**src/rtl/spim_regbus.sv**
```systemverilog
module spim_regbus #(
  parameter int FIFO_DEPTH = 8,
  parameter int DIV_W      = 16
) (
  input  logic        clk,
  input  logic        rst_n,
  input  logic [2:0]  addr,
  input  logic        wr_en,
  input  logic [31:0] wdata,
  input  logic        rd_en,
  output logic [31:0] rdata,
  output logic        sclk,
  output logic        mosi,
  input  logic        miso,
  output logic        irq
);

  localparam int PW = $clog2(FIFO_DEPTH);
  localparam logic [PW:0]    FULLC = (PW+1)'(FIFO_DEPTH);
  localparam logic [DIV_W:0] WRAP  = {1'b1, {DIV_W{1'b0}}};
  localparam logic [2:0] A_DIV = 3'd0, A_TXD = 3'd1, A_RXD = 3'd2,
                         A_CFG = 3'd3, A_IEN = 3'd4;

  logic [DIV_W-1:0] div_q;
  logic [12:0]      cfg_q;
  logic             ien_q;

  logic [15:0] txm [FIFO_DEPTH];
  logic [15:0] rxm [FIFO_DEPTH];
  logic [PW:0] tx_wp, tx_rp, rx_wp, rx_rp;
  logic        ovf_q;
  logic [15:0] last_q;

  logic             busy, sclk_t, mosi_q;
  logic [DIV_W:0]   hcnt;
  logic [5:0]       edg;
  logic [4:0]       ktx, krx;
  logic [15:0]      word_q, rxw, rx_cur;

  logic unused_hi;
  assign unused_hi = ^wdata[31:16];

  wire srst = cfg_q[7];
  wire run  = cfg_q[9] & cfg_q[8];
  wire msbf = cfg_q[4];
  wire cpha = cfg_q[5];
  wire cpol = cfg_q[6];
  wire loop = cfg_q[10];

  wire [4:0]  wl    = (cfg_q[3:0] == 4'd0) ? 5'd2 : {1'b0, cfg_q[3:0]} + 5'd1;
  wire [15:0] wmask = 16'hFFFF >> (5'd16 - wl);
  wire [DIV_W:0] half = (div_q == '0) ? WRAP : {1'b0, div_q};

  wire tx_empty = (tx_wp == tx_rp);
  wire tx_full  = ((tx_wp - tx_rp) == FULLC);
  wire rx_empty = (rx_wp == rx_rp);
  wire rx_full  = ((rx_wp - rx_rp) == FULLC);

  wire tick   = busy && (hcnt == half - 1'b1);
  wire last   = (edg == ({wl, 1'b0} - 6'd1));
  wire launch = tick && (cpha ? ~edg[0] : (edg[0] && !last));
  wire samp   = tick && (cpha ? edg[0] : ~edg[0]);
  wire din    = loop ? mosi_q : miso;

  wire start   = !busy && run && !tx_empty && !srst;
  wire wr_tx   = wr_en && (addr == A_TXD) && !tx_full && !srst;
  wire rd_rx   = rd_en && (addr == A_RXD) && !rx_empty && !srst;
  wire push_rx = tick && last;

  wire [15:0] tx_head = txm[tx_rp[PW-1:0]];
  wire [15:0] rx_head = rxm[rx_rp[PW-1:0]];

  function automatic logic [3:0] bitpos(input logic m, input logic [4:0] w,
                                        input logic [4:0] k);
    return m ? 4'(w - 5'd1 - k) : 4'(k);
  endfunction

  always_comb begin
    rx_cur = rxw;
    if (samp) rx_cur[bitpos(msbf, wl, krx)] = din;
  end

  always_ff @(posedge clk or negedge rst_n) begin
    if (!rst_n) begin
      div_q <= '0;
      cfg_q <= '0;
      ien_q <= 1'b0;
    end else if (wr_en) begin
      case (addr)
        A_DIV:   div_q <= wdata[DIV_W-1:0];
        A_CFG:   cfg_q <= wdata[12:0];
        A_IEN:   ien_q <= wdata[2];
        default: ;
      endcase
    end
  end

  always_ff @(posedge clk) begin
    if (wr_tx) txm[tx_wp[PW-1:0]] <= wdata[15:0];
    if (push_rx && !rx_full) rxm[rx_wp[PW-1:0]] <= rx_cur & wmask;
  end

  always_ff @(posedge clk or negedge rst_n) begin
    if (!rst_n) begin
      tx_wp  <= '0;
      tx_rp  <= '0;
      rx_wp  <= '0;
      rx_rp  <= '0;
      ovf_q  <= 1'b0;
      last_q <= '0;
    end else if (srst) begin
      tx_wp  <= '0;
      tx_rp  <= '0;
      rx_wp  <= '0;
      rx_rp  <= '0;
      ovf_q  <= 1'b0;
    end else begin
      if (wr_tx) tx_wp <= tx_wp + 1'b1;
      if (start) tx_rp <= tx_rp + 1'b1;
      if (push_rx) begin
        if (rx_full) ovf_q <= 1'b1;
        else         rx_wp <= rx_wp + 1'b1;
      end
      if (rd_rx) begin
        rx_rp  <= rx_rp + 1'b1;
        last_q <= rx_head;
      end
    end
  end

  always_ff @(posedge clk or negedge rst_n) begin
    if (!rst_n) begin
      busy   <= 1'b0;
      sclk_t <= 1'b0;
      mosi_q <= 1'b0;
      hcnt   <= '0;
      edg    <= '0;
      ktx    <= '0;
      krx    <= '0;
      word_q <= '0;
      rxw    <= '0;
    end else if (srst) begin
      busy   <= 1'b0;
      sclk_t <= 1'b0;
      hcnt   <= '0;
      edg    <= '0;
      ktx    <= '0;
      krx    <= '0;
    end else if (start) begin
      busy   <= 1'b1;
      sclk_t <= 1'b0;
      word_q <= tx_head;
      hcnt   <= '0;
      edg    <= '0;
      rxw    <= '0;
      krx    <= '0;
      if (!cpha) begin
        mosi_q <= tx_head[bitpos(msbf, wl, 5'd0)];
        ktx    <= 5'd1;
      end else begin
        ktx    <= 5'd0;
      end
    end else if (busy) begin
      if (tick) begin
        hcnt   <= '0;
        sclk_t <= ~sclk_t;
        edg    <= edg + 6'd1;
        if (launch) begin
          mosi_q <= word_q[bitpos(msbf, wl, ktx)];
          ktx    <= ktx + 5'd1;
        end
        if (samp) begin
          rxw <= rx_cur;
          krx <= krx + 5'd1;
        end
        if (last) busy <= 1'b0;
      end else begin
        hcnt <= hcnt + 1'b1;
      end
    end
  end

  always_comb begin
    case (addr)
      A_DIV:   rdata = 32'(div_q);
      A_RXD:   rdata = {15'd0, ovf_q, rx_empty ? last_q : rx_head};
      A_CFG:   rdata = {19'd0, cfg_q};
      A_IEN:   rdata = {29'd0, ien_q, 2'b00};
      default: rdata = '0;
    endcase
  end

  assign sclk = cpol ^ sclk_t;
  assign mosi = mosi_q;
  assign irq  = ien_q & tx_empty & ~busy;

endmodule

```
**config.mk**
```make
export PLATFORM = sky130hd
export DESIGN_NAME = spim_regbus
export DESIGN_NICKNAME = d
export VERILOG_FILES = /design/src/rtl/spim_regbus.sv
export SDC_FILE = /design/constraint.sdc
export NUM_CORES = 1
export LEC_CHECK = 0
export BUFFER_PORTS_ARGS = -buffer_cell sky130_fd_sc_hd__buf_2
export CAP_MARGIN = 10
export CORE_MARGIN = 3
export CORE_UTILIZATION = 28
export DETAILED_ROUTE_END_ITERATION = 6
export GPL_TIMING_DRIVEN = 1
export PLACE_DENSITY = 0.51
export SYNTH_ARGS = -nofsm -noshare
export SYNTH_HDL_FRONTEND = slang
export SYNTH_SLANG_ARGS = --single-unit
```
**constraint.sdc**
```tcl
create_clock -name clk -period 6.87 [get_ports clk]
set_clock_uncertainty 0.05 [all_clocks]
set_input_delay 0.3435 -clock clk [delete_from_list [all_inputs] [get_ports clk]]
set_output_delay 0.3435 -clock clk [all_outputs]
set_load 0.03 [all_outputs]
```
==> results.cfg <==
[status]
status = completed

[grt]
grt_max_degree = 73
grt_pass1_wl_um = 72900
grt_pass1_vias = 11600
grt_use_total_pct = 14.0
antenna_found_initial = 4
grt-ovfl-total = 0

[final_layout]
ff_latch_area_um2 = 10900
instances_no_fill = 2314
drive_above_1_share_pct = 18.4
fillers = 6433
fin_util_pct = 32.3
insertedDiodeCount = 0
synthToLayoutAreaGrowth_pct = 14.0
multi_input_area_um2 = 6880
fin_nets = 1496

[placed_design]
placedCellCount = 2235
dp_slack_ns = 1.16
place_hpwl_um = 31200
gp_congestion = 0.821
io_buffers = 43

[sta]
maxSlewViolCount = 0
rsz0062_at_grt = no
fin_ws_ns = 1.16
final-setup-viol-count = 0
period_needed_ns = 5.71
slew-limit-headroom_pct = 16.7
setup_tns_ns = 0
max_freq_mhz = 175
post-route-period-util_pct = 83.1
hold_viol_final = 0
worstMarginPinSlew_ns = 1.25

[clock_network]
cts_buffer_depth = 3
cts_tree = built
cts_root_buf = clkbuf_16
clk_pin_slew_ns = 0.06
clock_latency_ns = 0.58
cts_inserted_buffers = 43
cts_sinks = 385
cts-resized-gates = 0
htree_levels = 2
post_cts_buffers = 0
ctsHoldBuffers = 1

[power]
power.density_nw_per_um2 = 304
ir_drop_v = 0.000175
p_leak_nw = 7.57

[synthesis]
yosysUniqueCellTypes = 72
ys_warn_count = 0
synth_top_area_share_pct = 42.1
synth_common_cells = edfxtp_1, dfrtp_1, nor2_1
ys.flop_type = edfxtp_1
synth-seq-cells = 385
synthCells = 1378
async_reset_ff_share_pct = 33.5
synth_edf_count = 256
synth_most_common_cell = edfxtp_1
yosys.area.top_type = edfxtp_1
ys_top_cells_by_area = edfxtp_1, dfrtp_1, mux4_2
yosysSeqAreaShare_pct = 59.7
netlist_area_um2 = 18300
syn_area_per_cell_um2 = 13.3

[die]
coreArea_um2 = 64500
start_util_pct = 28.3
dieArea_um2 = 68400
dieWidth_um = 261
io_pins = 75
rows = 93
die_h_um = 261

[min_path]
holdPathStages = 1
worstHoldPathType = in2reg

[setup_path]
endpoint_kind = register
path_class = reg2reg
setup.worst_path.start_class = register
cp_max_fo = 17
reg2regPathDepth = 15
required_ns = 7.04
arrival_ns = 5.88

[route]
dr.pass1.iters = 5
vias = 11500
wl_per_cell_um = 20.6
finalWirelength_um = 47600
postRouteAntennaNets = 0
drt_iter0_markers = 729
drc = 0
vias_per_cell = 4.98

[job]
cap_violations = 0
## metrics by stage
stage	hold slack (ns)	area, µm²	total power [mW]
4_1_cts	0.0425	20800	6.41
3_5_place_dp	0.323	19500	4.22
3_3_place_gp	0.311	19500	4.18
2_1_floorplan	-0.00209	18300	3.77
6_report	0.0537	20800	6.33
5_1_grt	0.0659	20800	6.66
## final timing paths
check                           start         end  slack [ns]
hold / removal              wdata[14]  txm[0][14]        0.05
hold reg to reg            word_q[15]  word_q[15]        0.43
min in group asynchronous       rst_n  word_q[11]        0.32
setup / recovery             cfg_q[0]   rxm[0][8]        1.16
setup reg to reg             cfg_q[0]   rxm[0][8]        1.16
max in group asynchronous       rst_n    rx_rp[0]        4.95
## final cells by class
class,count,area share [%]
flip-flops and latches,385,52.4
multi-input cells,880,33.0
clock buffers,50,5.29
well taps,855,5.13
repair buffers,83,2.52
clock inverters,28,1.03
inverters,33,0.595
## layer usage
layer  global-route usage (%)  wire, µm
met3                     2.69      2230
met1                     19.0     21500
met2                     22.6     22500
met5                        0        34
met4                     4.50      1310
## cells in the final DEF, fill, tap and decap left out, drive strengths merged, types with 6 or more instances in the layout
master	instances
or4	8
clkinvlp	6
nor4	13
clkbuf	50
nor2b	15
buf	82
nor2	112
nor3b	9
nor3	22
mux2i	55
mux4	68
inv	38
a21oi	47
ha	28
nand4	33
dfrtp	129
nand2	107
o31ai	6
nand3	28
xnor2	32
nand2b	11
xor2	32
edfxtp	256
or3	6
a22oi	15
a31oi	20
o21ai	70
a21o	6
clkinv	16
mux2	30
conb	15
a311oi	16
## state kept, by name, indices dropped and copies added (netlist names), 4 cells and up
| register | flops |
|---|---|
| rxm | 128 |
| txm | 128 |
| hcnt | 17 |
| div_q | 16 |
| last_q | 16 |
| rxw | 16 |
| word_q | 16 |
| cfg_q | 13 |
| edg | 6 |
| krx | 4 |
| ktx | 4 |
| rx_rp | 4 |
| rx_wp | 4 |
| tx_rp | 4 |
| tx_wp | 4 |
## where the power goes
part / switching, mW / leakage [nW] / total, mW / internal [mW]
combinational: 0.808 / 2.95 / 1.26 / 0.454
sequential: 0.165 / 3.98 / 2.90 / 2.74
clock: 0.964 / 0.632 / 2.17 / 1.20
total: 1.94 / 7.57 / 6.33 / 4.40
## cells by family after synthesis
logic type,share of synthesized area (%)
other,0.0205
buffers and inverters,3.07
xor gates and xnor gates,3.20
DFF,59.7
AOI/OAI and AO/OA,7.68
and+or+nand+nor,10.9
muxes,13.2
adders and majority gates,2.14
## critical path, cell delays in order (launching register included)
cell	delay (ns)
dfrtp_1	0.44
inv_1	0.12
ha_1	0.18
nand2b_1	0.09
o21ai_1	0.53
inv_1	0.36
ha_1	0.82
ha_1	0.36
a21o_1	0.17
a21oi_1	0.17
xor2_1	0.16
nand2_1	0.12
xnor2_2	0.47
buf_4	0.32
a31oi_1	0.11
a311oi_1	0.88
No activity file was read; power rests on OpenSTA's default activity.
